==> src/rtl/pcd_pkg.sv <==
`timescale 1ns/1ps
package pcd_pkg;
  localparam logic [2:0] OP_DMA_RD = 3'd0;
  localparam logic [2:0] OP_DMA_WR = 3'd1;
  localparam logic [2:0] OP_GEMM   = 3'd2;
  localparam logic [2:0] OP_MATH   = 3'd3;
  localparam logic [2:0] OP_COMP   = 3'd4;

  typedef enum logic [2:0] {RT_DMA, RT_GEMM, RT_MATH, RT_SEQ, RT_CMATH, RT_UNK} route_e;
  typedef enum logic [2:0] {S_IDLE, S_WAIT, S_ROUTE, S_HOLD, S_PT} main_e;
  typedef enum logic [1:0] {C_IDLE, C_MATH, C_WRP, C_WRW} ctx_e;

  localparam int NSRC    = 5;
  localparam int SRC_DMA = 0;
  localparam int SRC_GEM = 1;
  localparam int SRC_MTH = 2;
  localparam int SRC_SEQ = 3;
  localparam int SRC_UNK = 4;

  function automatic route_e decode(input logic [2:0] op, input logic cgemm, input logic has_b);
    case (op)
      OP_DMA_RD, OP_DMA_WR: return RT_DMA;
      OP_GEMM:              return RT_GEMM;
      OP_MATH:              return RT_MATH;
      OP_COMP:              return (cgemm && has_b) ? RT_SEQ : RT_CMATH;
      default:              return RT_UNK;
    endcase
  endfunction
endpackage

==> src/rtl/pcd_ovh_timer.sv <==
`timescale 1ns/1ps
module pcd_ovh_timer #(
  parameter int W = 8
) (
  input  logic         clk,
  input  logic         rst,
  input  logic         start,
  input  logic [W-1:0] len,
  output logic         zero
);
  logic [W-1:0] cnt;

  always_ff @(posedge clk) begin
    if (rst)             cnt <= '0;
    else if (start)      cnt <= len;
    else if (cnt != '0)  cnt <= cnt - 1'b1;
  end

  assign zero = (cnt == '0);
endmodule

==> src/rtl/pcd_tag_track.sv <==
`timescale 1ns/1ps
module pcd_tag_track #(
  parameter int TAG_W = 4
) (
  input  logic             clk,
  input  logic             rst,
  input  logic             set_en,
  input  logic [TAG_W-1:0] set_tag,
  input  logic             clr_en,
  input  logic [TAG_W-1:0] clr_tag,
  output logic [(1<<TAG_W)-1:0] busy
);
  localparam int NT = 1 << TAG_W;

  for (genvar g = 0; g < NT; g++) begin : g_bit
    always_ff @(posedge clk) begin
      if (rst)                                         busy[g] <= 1'b0;
      else if (set_en && set_tag == TAG_W'(g))         busy[g] <= 1'b1;
      else if (clr_en && clr_tag == TAG_W'(g))         busy[g] <= 1'b0;
    end
  end
endmodule

==> src/rtl/pcd_cpl_merge.sv <==
`timescale 1ns/1ps
module pcd_cpl_merge #(
  parameter int TAG_W = 4,
  parameter int NS    = 5,
  localparam int SW   = (NS > 1) ? $clog2(NS) : 1
) (
  input  logic [NS-1:0]       req,
  input  logic [NS*TAG_W-1:0] tags,
  output logic [NS-1:0]       gnt,
  output logic                gnt_any,
  output logic [SW-1:0]       gnt_idx,
  output logic [TAG_W-1:0]    gnt_tag
);
  always_comb begin
    gnt     = '0;
    gnt_any = 1'b0;
    gnt_idx = '0;
    gnt_tag = '0;
    for (int i = 0; i < NS; i++) begin
      if (req[i] && !gnt_any) begin
        gnt[i]  = 1'b1;
        gnt_any = 1'b1;
        gnt_idx = SW'(i);
        gnt_tag = tags[i*TAG_W +: TAG_W];
      end
    end
  end
endmodule

==> src/rtl/pe_cmd_dispatch.sv <==
`timescale 1ns/1ps
module pe_cmd_dispatch
  import pcd_pkg::*;
#(
  parameter int TAG_W = 4,
  parameter int AW    = 32,
  parameter int LW    = 16,
  parameter int FW    = 4,
  parameter int OVW   = 8
) (
  input  logic             clk,
  input  logic             rst,
  input  logic [OVW-1:0]   ovh_cycles,
  input  logic             in_valid,
  output logic             in_ready,
  input  logic             in_is_cmd,
  input  logic [2:0]       in_op,
  input  logic [TAG_W-1:0] in_tag,
  input  logic [AW-1:0]    in_a,
  input  logic [AW-1:0]    in_b,
  input  logic             in_has_b,
  input  logic             in_cgemm,
  input  logic [FW-1:0]    in_fn,
  input  logic             in_has_fn,
  input  logic [AW-1:0]    in_out,
  input  logic [LW-1:0]    in_len,
  output logic             pt_valid,
  input  logic             pt_ready,
  output logic [AW-1:0]    pt_word,
  output logic [TAG_W-1:0] pt_tag,
  output logic             dma_valid,
  input  logic             dma_ready,
  output logic             dma_wr,
  output logic [AW-1:0]    dma_addr,
  output logic [AW-1:0]    dma_loc,
  output logic [LW-1:0]    dma_len,
  output logic [TAG_W-1:0] dma_tag,
  output logic             gemm_valid,
  input  logic             gemm_ready,
  output logic [AW-1:0]    gemm_a,
  output logic [AW-1:0]    gemm_b,
  output logic [TAG_W-1:0] gemm_tag,
  output logic             math_valid,
  input  logic             math_ready,
  output logic [FW-1:0]    math_fn,
  output logic [AW-1:0]    math_addr,
  output logic [TAG_W-1:0] math_tag,
  output logic             seq_valid,
  input  logic             seq_ready,
  output logic [AW-1:0]    seq_a,
  output logic [AW-1:0]    seq_b,
  output logic [AW-1:0]    seq_out,
  output logic [TAG_W-1:0] seq_tag,
  input  logic             dma_done,
  output logic             dma_done_ready,
  input  logic [TAG_W-1:0] dma_done_tag,
  input  logic             gemm_done,
  output logic             gemm_done_ready,
  input  logic [TAG_W-1:0] gemm_done_tag,
  input  logic             math_done,
  output logic             math_done_ready,
  input  logic [TAG_W-1:0] math_done_tag,
  input  logic             seq_done,
  output logic             seq_done_ready,
  input  logic [TAG_W-1:0] seq_done_tag,
  output logic             cpl_valid,
  output logic [TAG_W-1:0] cpl_tag
);
  localparam int NT = 1 << TAG_W;
  localparam int SW = $clog2(NSRC);
  localparam logic [FW-1:0] FN_IDENT = '0;

  main_e st;
  ctx_e  ctx_st;

  logic [2:0]       r_op;
  logic [TAG_W-1:0] r_tag;
  logic [AW-1:0]    r_a, r_b, r_out;
  logic             r_has_b, r_cgemm, r_has_fn;
  logic [FW-1:0]    r_fn;
  logic [LW-1:0]    r_len;

  logic [TAG_W-1:0] ctx_tag;
  logic [AW-1:0]    ctx_a, ctx_out;
  logic [LW-1:0]    ctx_len;

  logic             unk_req;
  route_e           route;
  logic             go;
  logic             tag_free;
  logic [NT-1:0]    busy;
  logic             tmr_zero;
  logic             accept;
  logic             main_dma_load, ctx_load;

  logic [NSRC-1:0]       m_req, m_gnt;
  logic [NSRC*TAG_W-1:0] m_tags;
  logic                  m_any;
  logic [SW-1:0]         m_idx;
  logic [TAG_W-1:0]      m_tag;
  logic                  internal;
  logic                  cpl_fire;

  assign in_ready = (st == S_IDLE);
  assign accept   = in_valid && in_ready;
  assign route    = decode(r_op, r_cgemm, r_has_b);
  assign tag_free = !busy[r_tag];

  always_comb begin
    go = 1'b0;
    if (st == S_ROUTE) begin
      case (route)
        RT_DMA:   go = tag_free && !dma_valid && (ctx_st != C_WRP);
        RT_CMATH: go = tag_free && (ctx_st == C_IDLE);
        RT_UNK:   go = 1'b1;
        default:  go = tag_free;
      endcase
    end
  end

  assign main_dma_load = go && (route == RT_DMA);
  assign ctx_load      = (ctx_st == C_WRP) && !dma_valid && !main_dma_load;

  pcd_ovh_timer #(.W(OVW)) u_tmr (
    .clk  (clk),
    .rst  (rst),
    .start(accept && in_is_cmd && (ovh_cycles != '0)),
    .len  (ovh_cycles - 1'b1),
    .zero (tmr_zero)
  );

  // Main intake / dispatch FSM
  always_ff @(posedge clk) begin
    if (rst) begin
      st         <= S_IDLE;
      pt_valid   <= 1'b0;
      gemm_valid <= 1'b0;
      math_valid <= 1'b0;
      seq_valid  <= 1'b0;
      unk_req    <= 1'b0;
      pt_word    <= '0;
      pt_tag     <= '0;
      r_op       <= '0;
      r_tag      <= '0;
      r_a        <= '0;
      r_b        <= '0;
      r_out      <= '0;
      r_has_b    <= 1'b0;
      r_cgemm    <= 1'b0;
      r_has_fn   <= 1'b0;
      r_fn       <= '0;
      r_len      <= '0;
      gemm_a     <= '0;
      gemm_b     <= '0;
      gemm_tag   <= '0;
      math_fn    <= '0;
      math_addr  <= '0;
      math_tag   <= '0;
      seq_a      <= '0;
      seq_b      <= '0;
      seq_out    <= '0;
      seq_tag    <= '0;
    end else begin
      case (st)
        S_IDLE: if (in_valid) begin
          if (!in_is_cmd) begin
            pt_valid <= 1'b1;
            pt_word  <= in_a;
            pt_tag   <= in_tag;
            st       <= S_PT;
          end else begin
            r_op     <= in_op;
            r_tag    <= in_tag;
            r_a      <= in_a;
            r_b      <= in_b;
            r_out    <= in_out;
            r_has_b  <= in_has_b;
            r_cgemm  <= in_cgemm;
            r_has_fn <= in_has_fn;
            r_fn     <= in_fn;
            r_len    <= in_len;
            st       <= (ovh_cycles == '0) ? S_ROUTE : S_WAIT;
          end
        end
        S_WAIT: if (tmr_zero) st <= S_ROUTE;
        S_ROUTE: if (go) begin
          case (route)
            RT_GEMM: begin
              gemm_valid <= 1'b1;
              gemm_a     <= r_a;
              gemm_b     <= r_b;
              gemm_tag   <= r_tag;
            end
            RT_MATH, RT_CMATH: begin
              math_valid <= 1'b1;
              math_fn    <= (route == RT_MATH || r_has_fn) ? r_fn : FN_IDENT;
              math_addr  <= r_a;
              math_tag   <= r_tag;
            end
            RT_SEQ: begin
              seq_valid <= 1'b1;
              seq_a     <= r_a;
              seq_b     <= r_b;
              seq_out   <= r_out;
              seq_tag   <= r_tag;
            end
            RT_UNK:  unk_req <= 1'b1;
            default: ;
          endcase
          st <= S_HOLD;
        end
        S_HOLD: begin
          case (route)
            RT_DMA: if (dma_valid && dma_ready) st <= S_IDLE;
            RT_GEMM: if (gemm_ready) begin
              gemm_valid <= 1'b0;
              st         <= S_IDLE;
            end
            RT_MATH, RT_CMATH: if (math_ready) begin
              math_valid <= 1'b0;
              st         <= S_IDLE;
            end
            RT_SEQ: if (seq_ready) begin
              seq_valid <= 1'b0;
              st        <= S_IDLE;
            end
            default: if (m_gnt[SRC_UNK]) begin
              unk_req <= 1'b0;
              st      <= S_IDLE;
            end
          endcase
        end
        S_PT: if (pt_ready) begin
          pt_valid <= 1'b0;
          st       <= S_IDLE;
        end
        default: st <= S_IDLE;
      endcase
    end
  end

  // DMA port: shared by direct commands and the composite write-back
  always_ff @(posedge clk) begin
    if (rst) begin
      dma_valid <= 1'b0;
      dma_wr    <= 1'b0;
      dma_addr  <= '0;
      dma_loc   <= '0;
      dma_len   <= '0;
      dma_tag   <= '0;
    end else if (main_dma_load) begin
      dma_valid <= 1'b1;
      dma_wr    <= (r_op == OP_DMA_WR);
      dma_addr  <= r_a;
      dma_loc   <= r_b;
      dma_len   <= r_len;
      dma_tag   <= r_tag;
    end else if (ctx_load) begin
      dma_valid <= 1'b1;
      dma_wr    <= 1'b1;
      dma_addr  <= ctx_out;
      dma_loc   <= ctx_a;
      dma_len   <= ctx_len;
      dma_tag   <= ctx_tag;
    end else if (dma_valid && dma_ready) begin
      dma_valid <= 1'b0;
    end
  end

  // Completion merge
  assign m_req  = {unk_req, seq_done, math_done, gemm_done, dma_done};
  assign m_tags = {r_tag, seq_done_tag, math_done_tag, gemm_done_tag, dma_done_tag};

  pcd_cpl_merge #(.TAG_W(TAG_W), .NS(NSRC)) u_merge (
    .req    (m_req),
    .tags   (m_tags),
    .gnt    (m_gnt),
    .gnt_any(m_any),
    .gnt_idx(m_idx),
    .gnt_tag(m_tag)
  );

  assign dma_done_ready  = m_gnt[SRC_DMA];
  assign gemm_done_ready = m_gnt[SRC_GEM];
  assign math_done_ready = m_gnt[SRC_MTH];
  assign seq_done_ready  = m_gnt[SRC_SEQ];

  assign internal = m_any && (m_idx == SW'(SRC_MTH)) && (ctx_st == C_MATH) && (m_tag == ctx_tag);
  assign cpl_fire = m_any && !internal;

  always_ff @(posedge clk) begin
    if (rst) begin
      cpl_valid <= 1'b0;
      cpl_tag   <= '0;
    end else begin
      cpl_valid <= cpl_fire;
      if (cpl_fire) cpl_tag <= m_tag;
    end
  end

  // Math-composite context
  always_ff @(posedge clk) begin
    if (rst) begin
      ctx_st  <= C_IDLE;
      ctx_tag <= '0;
      ctx_a   <= '0;
      ctx_out <= '0;
      ctx_len <= '0;
    end else begin
      case (ctx_st)
        C_IDLE: if (go && route == RT_CMATH) begin
          ctx_st  <= C_MATH;
          ctx_tag <= r_tag;
          ctx_a   <= r_a;
          ctx_out <= r_out;
          ctx_len <= r_len;
        end
        C_MATH:  if (internal) ctx_st <= C_WRP;
        C_WRP:   if (ctx_load) ctx_st <= C_WRW;
        default: if (m_any && m_idx == SW'(SRC_DMA) && m_tag == ctx_tag) ctx_st <= C_IDLE;
      endcase
    end
  end

  pcd_tag_track #(.TAG_W(TAG_W)) u_tags (
    .clk    (clk),
    .rst    (rst),
    .set_en (go && route != RT_UNK),
    .set_tag(r_tag),
    .clr_en (cpl_fire),
    .clr_tag(m_tag),
    .busy   (busy)
  );
endmodule

==> config.mk <==
export PLATFORM = sky130hd
export DESIGN_NAME = pe_cmd_dispatch
export DESIGN_NICKNAME = d
export VERILOG_FILES = /design/src/rtl/pcd_pkg.sv /design/src/rtl/pcd_ovh_timer.sv /design/src/rtl/pcd_tag_track.sv /design/src/rtl/pcd_cpl_merge.sv /design/src/rtl/pe_cmd_dispatch.sv
export SDC_FILE = /design/constraint.sdc
export NUM_CORES = 1
export LEC_CHECK = 0
export BUFFER_PORTS_ARGS = -buffer_cell sky130_fd_sc_hd__buf_2
export CAP_MARGIN = 20
export CORE_MARGIN = 3
export CORE_UTILIZATION = 30
export DETAILED_ROUTE_END_ITERATION = 12
export GPL_ROUTABILITY_DRIVEN = 0
export SYNTH_ARGS = -nofsm -noshare
export SYNTH_HDL_FRONTEND = slang
export SYNTH_HIERARCHICAL = 1
export SYNTH_SLANG_ARGS = --single-unit
==> constraint.sdc <==
create_clock -name clk -period 3.5 [get_ports clk]
set_clock_uncertainty 0.15 [all_clocks]
set_input_delay 0.35 -clock clk [delete_from_list [all_inputs] [get_ports clk]]
set_output_delay 0.35 -clock clk [all_outputs]
set_load 0.02 [all_outputs]
==> Word level (Yosys, flattened, before mapping) <==
Index checks and enable logic that the tools add are counted.
{ "op_classes": {"mul": 0, "reduce_logical": 113, "div_mod_pow": 0, "bitwise_logic": 1, "n_shift": 0, "muxes": 114, "add_sub_neg": 2, "n_lt_le_gt_ge": 1, "eq_ne": 74} }
{ "op_table": {"columns": ["op", "n"], "rows": [
  ["two-way mux 32 bit", 4],
  ["two-way mux 1 bit", 68],
  ["== test 4 bit, second input constant", 16],
  ["logical AND 1 bit", 55],
  ["nonzero test 2 bit", 20],
  ["two-way mux 3 bit", 12],
  ["== test 4 x 3 -> 1 bit, second input constant", 8],
  ["two-way mux 16 bit", 2],
  ["two-way mux 4 bit", 8],
  ["inequality test 2 bit, second input constant", 16],
  ["one-hot mux 3 bit (4 select lines)", 2],
  ["== test 3 x 2 -> 1 bit, second input constant", 7],
  ["AND reduction 5 bit", 4],
  ["== test 4 x 2 -> 1 bit, second input constant", 4],
  ["logical NOT 8 bit", 2],
  ["two-way mux 8 bit", 2],
  ["nonzero test 8 bit", 2],
  ["subtractor 8 x 1 -> 8 bit, second input constant", 2],
  ["inequality test 3 bit, second input constant", 5],
  ["one-hot mux 3 bit (5 select lines)", 1],
  ["AND reduction 3 bit", 5],
  ["two-way mux 2 bit", 7],
  ["== test 3 bit, second input constant", 4],
  ["logical NOT 3 bit", 4],
  ["24 further kinds", 45]
]} }
{ "word_totals": {"reg_bits": 579, "inputBits": 163, "latchBits": 0, "ram_bits": 0, "n_memories": 0, "romBits": 0} }

==> Longest topological paths before layout <==
{ "depth": {"word_depth": 22, "depth_mapped": 12, "mapped_depth_nobuf": 10} }

==> Modules after synthesis <==
The synthesis kept the hierarchy.
{ "by_module_without_submodules": {"columns": ["module", "area_each_um2", "n_inst", "cells_per_inst"], "rows": [
  ["pe_cmd_dispatch", 20140.6, 1, 2441],
  ["pcd_tag_track", 685.7, 1, 71],
  ["pcd_ovh_timer", 475.5, 1, 53],
  ["pcd_cpl_merge", 286.5, 1, 36]
]} }

==> Least setup slack after synthesis <==
OpenSTA, ideal clock, no wires.
{ "synth_path": {"path_kind": "input port to flip-flop", "from": "input dma_done", "to": "register u_tags.busy[0]", "required_time_ns": 3.258, "t_arrival_ns": 3.049, "slack_ns": 0.209, "stages": 12, "path_buffers": 2, "path_cell_list": "buf_6 > nor4b_4 > a22oi_1 > a2bb2oi_1 > xor2_1 > nor4_1 > a41o_1 > clkbuf_1 > inv_1 > nand2b_1 > nor4_1 > o32ai_1"} }
{ "synth_via": {"word_cells_on_any_way": 32} }
{ "synth_lines": {"columns": ["element", "line_no", "source"], "rows": [
  ["start, declared", "pe_cmd_dispatch.sv:54", "input logic dma_done,"],
  ["two-way mux 1 bit", "pcd_cpl_merge.sv:20", "if (req[i] && !gnt_any) begin"],
  ["logical NOT 1 bit", "pcd_cpl_merge.sv:20", null],
  ["logical AND 1 bit", "pcd_cpl_merge.sv:20", null],
  ["two-way mux 1 bit", "pcd_cpl_merge.sv:20", null],
  ["logical NOT 1 bit", "pcd_cpl_merge.sv:20", null],
  ["logical AND 1 bit", "pcd_cpl_merge.sv:20", null],
  ["two-way mux 1 bit", "pcd_cpl_merge.sv:20", null],
  ["logical NOT 1 bit", "pcd_cpl_merge.sv:20", null],
  ["(+5 left out)", null, null],
  ["named net m_tag[3]", "pe_cmd_dispatch.sv:100", "logic [TAG_W-1:0] m_tag;"],
  ["== test 4 bit (*)", "pe_cmd_dispatch.sv:288", "assign internal = m_any && (m_idx == SW'(SRC_MTH)) && (ctx_st == C_MATH) && (m_tag == ctx_tag);"],
  ["logical AND 1 bit (*)", "pe_cmd_dispatch.sv:288", null],
  ["logical NOT 1 bit (*)", "pe_cmd_dispatch.sv:289", "assign cpl_fire = m_any && !internal;"],
  ["logical AND 1 bit (*)", "pe_cmd_dispatch.sv:289", null],
  ["named net cpl_fire", "pe_cmd_dispatch.sv:102", "logic cpl_fire;"],
  ["logical AND 1 bit (*)", "pcd_tag_track.sv:19", "else if (clr_en && clr_tag == TAG_W'(g)) busy[g] <= 1'b0;"],
  ["nonzero test 2 bit (no line) (*)", null, null],
  ["end signal, assigned by index", "pcd_tag_track.sv:17", "if (rst) busy[g] <= 1'b0;"],
  ["end signal, assigned by index", "pcd_tag_track.sv:18", "else if (set_en && set_tag == TAG_W'(g)) busy[g] <= 1'b1;"],
  ["end signal, assigned by index", "pcd_tag_track.sv:19", null],
  ["end, declared", "pcd_tag_track.sv:11", "output logic [(1<<TAG_W)-1:0] busy"]
]} }
Mark *: on every way through the listed nets, which the timed path passes. The rest lies on a longest branch.
A chain may end at the register's enable or synchronous reset.

==> Worst setup path after layout <==
{ "layout_path": {"from": "register r_tag[1]", "to": "register u_tags.busy[12]"} }
{ "layout_via": {"elab_chain_len": 10, "word_cells_on_any_way": 20} }
{ "layout_rtl": {"columns": ["element", "line_no", "source"], "rows": [
  ["start, declared", "pe_cmd_dispatch.sv:77", "logic [TAG_W-1:0] r_tag;"],
  ["start signal, assigned", "pe_cmd_dispatch.sv:173", "r_tag <= in_tag;"],
  ["binary-select mux 1 bit (select 4 bit)", "pe_cmd_dispatch.sv:107", "assign tag_free = !busy[r_tag];"],
  ["two-way mux 1 bit (not written as such)", "pe_cmd_dispatch.sv:107", null],
  ["logical NOT 1 bit", "pe_cmd_dispatch.sv:107", null],
  ["logical AND 1 bit (2 in a row)", "pe_cmd_dispatch.sv:113", "RT_DMA: go = tag_free && !dma_valid && (ctx_st != C_WRP);"],
  ["one-hot mux 1 bit (3 select lines)", "pe_cmd_dispatch.sv:112", "case (route)"],
  ["two-way mux 1 bit", "pe_cmd_dispatch.sv:111", "if (st == S_ROUTE) begin"],
  ["logical AND 1 bit", "pe_cmd_dispatch.sv:328", ".set_en (go && route != RT_UNK),"],
  ["logical AND 1 bit", "pcd_tag_track.sv:18", null],
  ["two-way mux 1 bit / nonzero test 2 bit (equally long branches)", null, null]
]} }
Several ways; a longest one is shown, not always the timed one. The select of a mux whose other input is x is not followed.

==> flow_summary_export.csv <==
group,metric,value,unit
synth,synthArstFlopShare,0,
cts,clock_sinks,579,
routing,drc,0,
routing,vias,20498,
synth,syn_inst,2601,
worst_setup_path,crit_top_cell,"mux4_2",
power,ir_drop,288,µV
placement,pre_cts_ws,0.283,ns
die,pin_count,507,
global_routing,grt_usage,0.212,
cts,post_cts_buffers,0,
timing,tns,0,ns
routing,wl,82500,µm
worst_setup_path,cp.arrival,3.66,ns
placement,io_buffers,506,
worst_setup_path,path_buf_inv,1,
worst_setup_path,cp_max_fo,7,
global_routing,grt_max_degree,168,
power,p_per_area,561,nW/µm²
synth,synth-adder-area-share,0.00290,
power,finalPower,16300,µW
synth,muxShareOfSynthArea,0.0409,
die,die_h,274,µm
placement,dp_hpwl,56700,µm
synth,synth_compound_area_frac,0.170,
synth,synth_top_family_by_area,"simple AND/OR/NAND/NOR gates",
routing,drt-initial-drc-count,1583,
cts,numCtsBuffers,67,
cts,cts_root_buf,"clkbuf_16",
placement,placed_cell_area,25400,µm²
timing,period_share,0.936,
synth,synth_xor_area_frac,0.00568,
cts,ctsHoldBuffers,137,
cells_and_area,final_cells,4175,
synth,netlist.area_leader.share,0.537,
worst_setup_path,cp-end-kind,"register",
timing,max_freq,0.305,GHz
worst_setup_path,startpoint_type,"register",
cells_and_area,design_area,29000,µm²
worst_setup_path,criticalPathCategory,"reg2reg",
die,die-width,274,µm
synth,synth_edf_count,0,
synth,syn-cell-area,21600,µm²
die,dieArea,75200,µm²
global_routing,gr-total-overflow,0,
worst_setup_path,cp_slowest_cell,"mux4_2",
worst_setup_path,crit_chain,"mux4_2 -> mux4_2 -> buf_4 -> nor4_1 -> or3b_1 -> o21ai_1",
cells_and_area,fillers,7185,
cts,cts-resized-gates,0,
synth,ys_seq_area_frac,0.537,
hold_path,min_path_type,"in2reg",
cts,insertion_delay,0.61,ns
cts,cts.reportedPaths.clkPinSlew,0.06,ns
die,fp-row-count,97,
timing,slew_viol_final,0,
synth,synth_nets,2769,
flow_run,maxCapViolations,0,
routing,via_per_inst,4.91,
routing,ant_nets,0,
cts,cts_tree,"yes",
cells_and_area,final_nets,3349,
synth,ys_ff_latch,579,
cells_and_area,drive_gt1_frac,0.222,
synth,avgSynthCellArea,8.30,µm²
timing,rsz0062_at_grt,"false",
power,leakagePower,0.0113,µW
timing,worst_slew_pin_slew,0.892,ns
run_status,status,"complete, no violations",
timing,timing.final.ws_setup,0.224,ns
worst_setup_path,cpLargestDelayFamily,"multiplexers",
timing,relSlewSlack,0.405,
synth,synth.area.top_cells,"dfxtp_1 54%, nand2_1 15%, a21oi_1 11%",
routing,firstDrtPassIters,6,
timing,finalCriticalPeriod,3.28,ns
timing,setup_viol,0,
worst_setup_path,cp.required,3.88,ns
global_routing,first_global_vias,19595,
routing,routedWlPerCell,19.8,µm
placement,dp_cells,3915,
cells_and_area,area_growth,34.4,%
global_routing,antenna_found_initial,3,
cts,htreeDepth,3,
synth,post-synth-top-area-cell,"dfxtp_1",
global_routing,grt_pass1_wl,122000,µm
synth,yosysUniqueCellTypes,71,
die,core,70600,µm²
synth,yosys_warnings,6,
synth,synth_ff_type,"dfxtp_1",
timing,hold_violations,0,
worst_setup_path,cpPeakStageDelay,0.59,ns
cts,clock_path_buffers,3,
synth,yosys.area_share.simple,0.199,
die,start_util,0.306,
[cell usage in the layout, fill, tap and decap left out, types with 10 or more instances in the layout]
cell type      netlist  final
dfxtp_1            579    579
a22oi_1             90     90
mux2i_1             77     77
buf_2               37    505
nand2_1            870    870
clkbuf_1           147     15
dlygate4sd3_1        0    137
o21ai_0             14     14
a21oi_1            475    475
buf_4                9     43
xor2_1              10     10
clkbuf_16            0     67
nor3_1              16     16
clkbuf_8             1     18
inv_1               19     19
buf_12               0     28
nand3b_1            11     11
nor2_1              96     96
[cells in the mapped netlist (all sizes together) (5+ instances only)]
cell / count
xor2: 10
mux2i: 77
nand3: 9
nor2b: 5
nand2: 871
o21ai: 20
o211ai: 9
dfxtp: 579
nor2: 96
o32ai: 7
clkbuf: 148
inv: 19
nor3: 16
o311ai: 7
a22oi: 90
mux4: 5
a21oi: 475
nand3b: 11
nor4: 11
ha: 5
nand2b: 9
buf: 55
[metrics by stage]
stage,util,hold slack [ns]
after floorplan,-,0.280
after global placement,0.359,0.284
after detailed placement,0.359,0.288
after CTS,0.411,0.000323
after global routing,0.411,0.0612
final,0.411,0.0267
[state kept, by name (all words and copies together) (netlist names), 8 cells and up]
register / cells
gemm_b: 32
pt_word: 32
dma_addr: 32
u_tmr/cnt: 8
gemm_a: 32
ctx_a: 32
r_b: 32
ctx_len: 16
dma_len: 16
seq_a: 32
r_len: 16
dma_loc: 32
seq_out: 32
ctx_out: 32
u_tags/busy: 16
seq_b: 32
r_out: 32
math_addr: 32
r_a: 32
[path summary, 6_finish.rpt]
check / start / to / slack, ns / cells past startpoint
setup / recovery: r_tag[1] / u_tags/busy[12] / 0.22 / 6
hold / removal: rst / cpl_tag[0] / 0.03 / 2
setup reg to reg: r_tag[1] / u_tags/busy[12] / 0.22 / 6
hold reg to reg: r_fn[3] / math_fn[3] / 0.30 / 2
[layout make-up]
cell class	instances	area (µm²)	area share
tap	940	1180	0.0405
antenna	2	5.00	0.000172
clock buffer	100	1980	0.0683
timing repair buffer	714	4800	0.165
multi-input combinational	1800	9120	0.314
clock inverter	21	278	0.00957
sequential	579	11600	0.399
inverter	19	71.3	0.00246
[metal layers]
metal	vias up	global-route usage	part of all wire
li1	9882	-	-
met4	0	0.0657	0.027
met3	118	0.0470	0.073
met1	9803	0.270	0.43
met5	-	0	0
met2	695	0.356	0.47
[where the power goes]
part	internal [µW]	switching, µW	leakage [µW]	total, µW
Combinational	733	1190	0.00549	1930
Clock	4190	2920	0.00110	7110
Sequential	6850	379	0.00468	7230
[worst register-to-register path: stages, from the launching register on]
cell and delay, ns:
dfxtp_1 0.49, mux4_2 0.58, mux4_2 0.59, buf_4 0.22
nor4_1 0.48, or3b_1 0.49, o21ai_1 0.20
[kinds of logic after synthesis]
kind of cell | count (synthesis)
XOR/XNOR | 14
multiplexers | 82
AND/OR/NAND/NOR | 1056
AO/OA/AOI/OAI | 643
adder cells (fa/ha/maj) | 5
buffers and inverters | 222
flip-flops | 579
(Power assumes the default switching activity.)
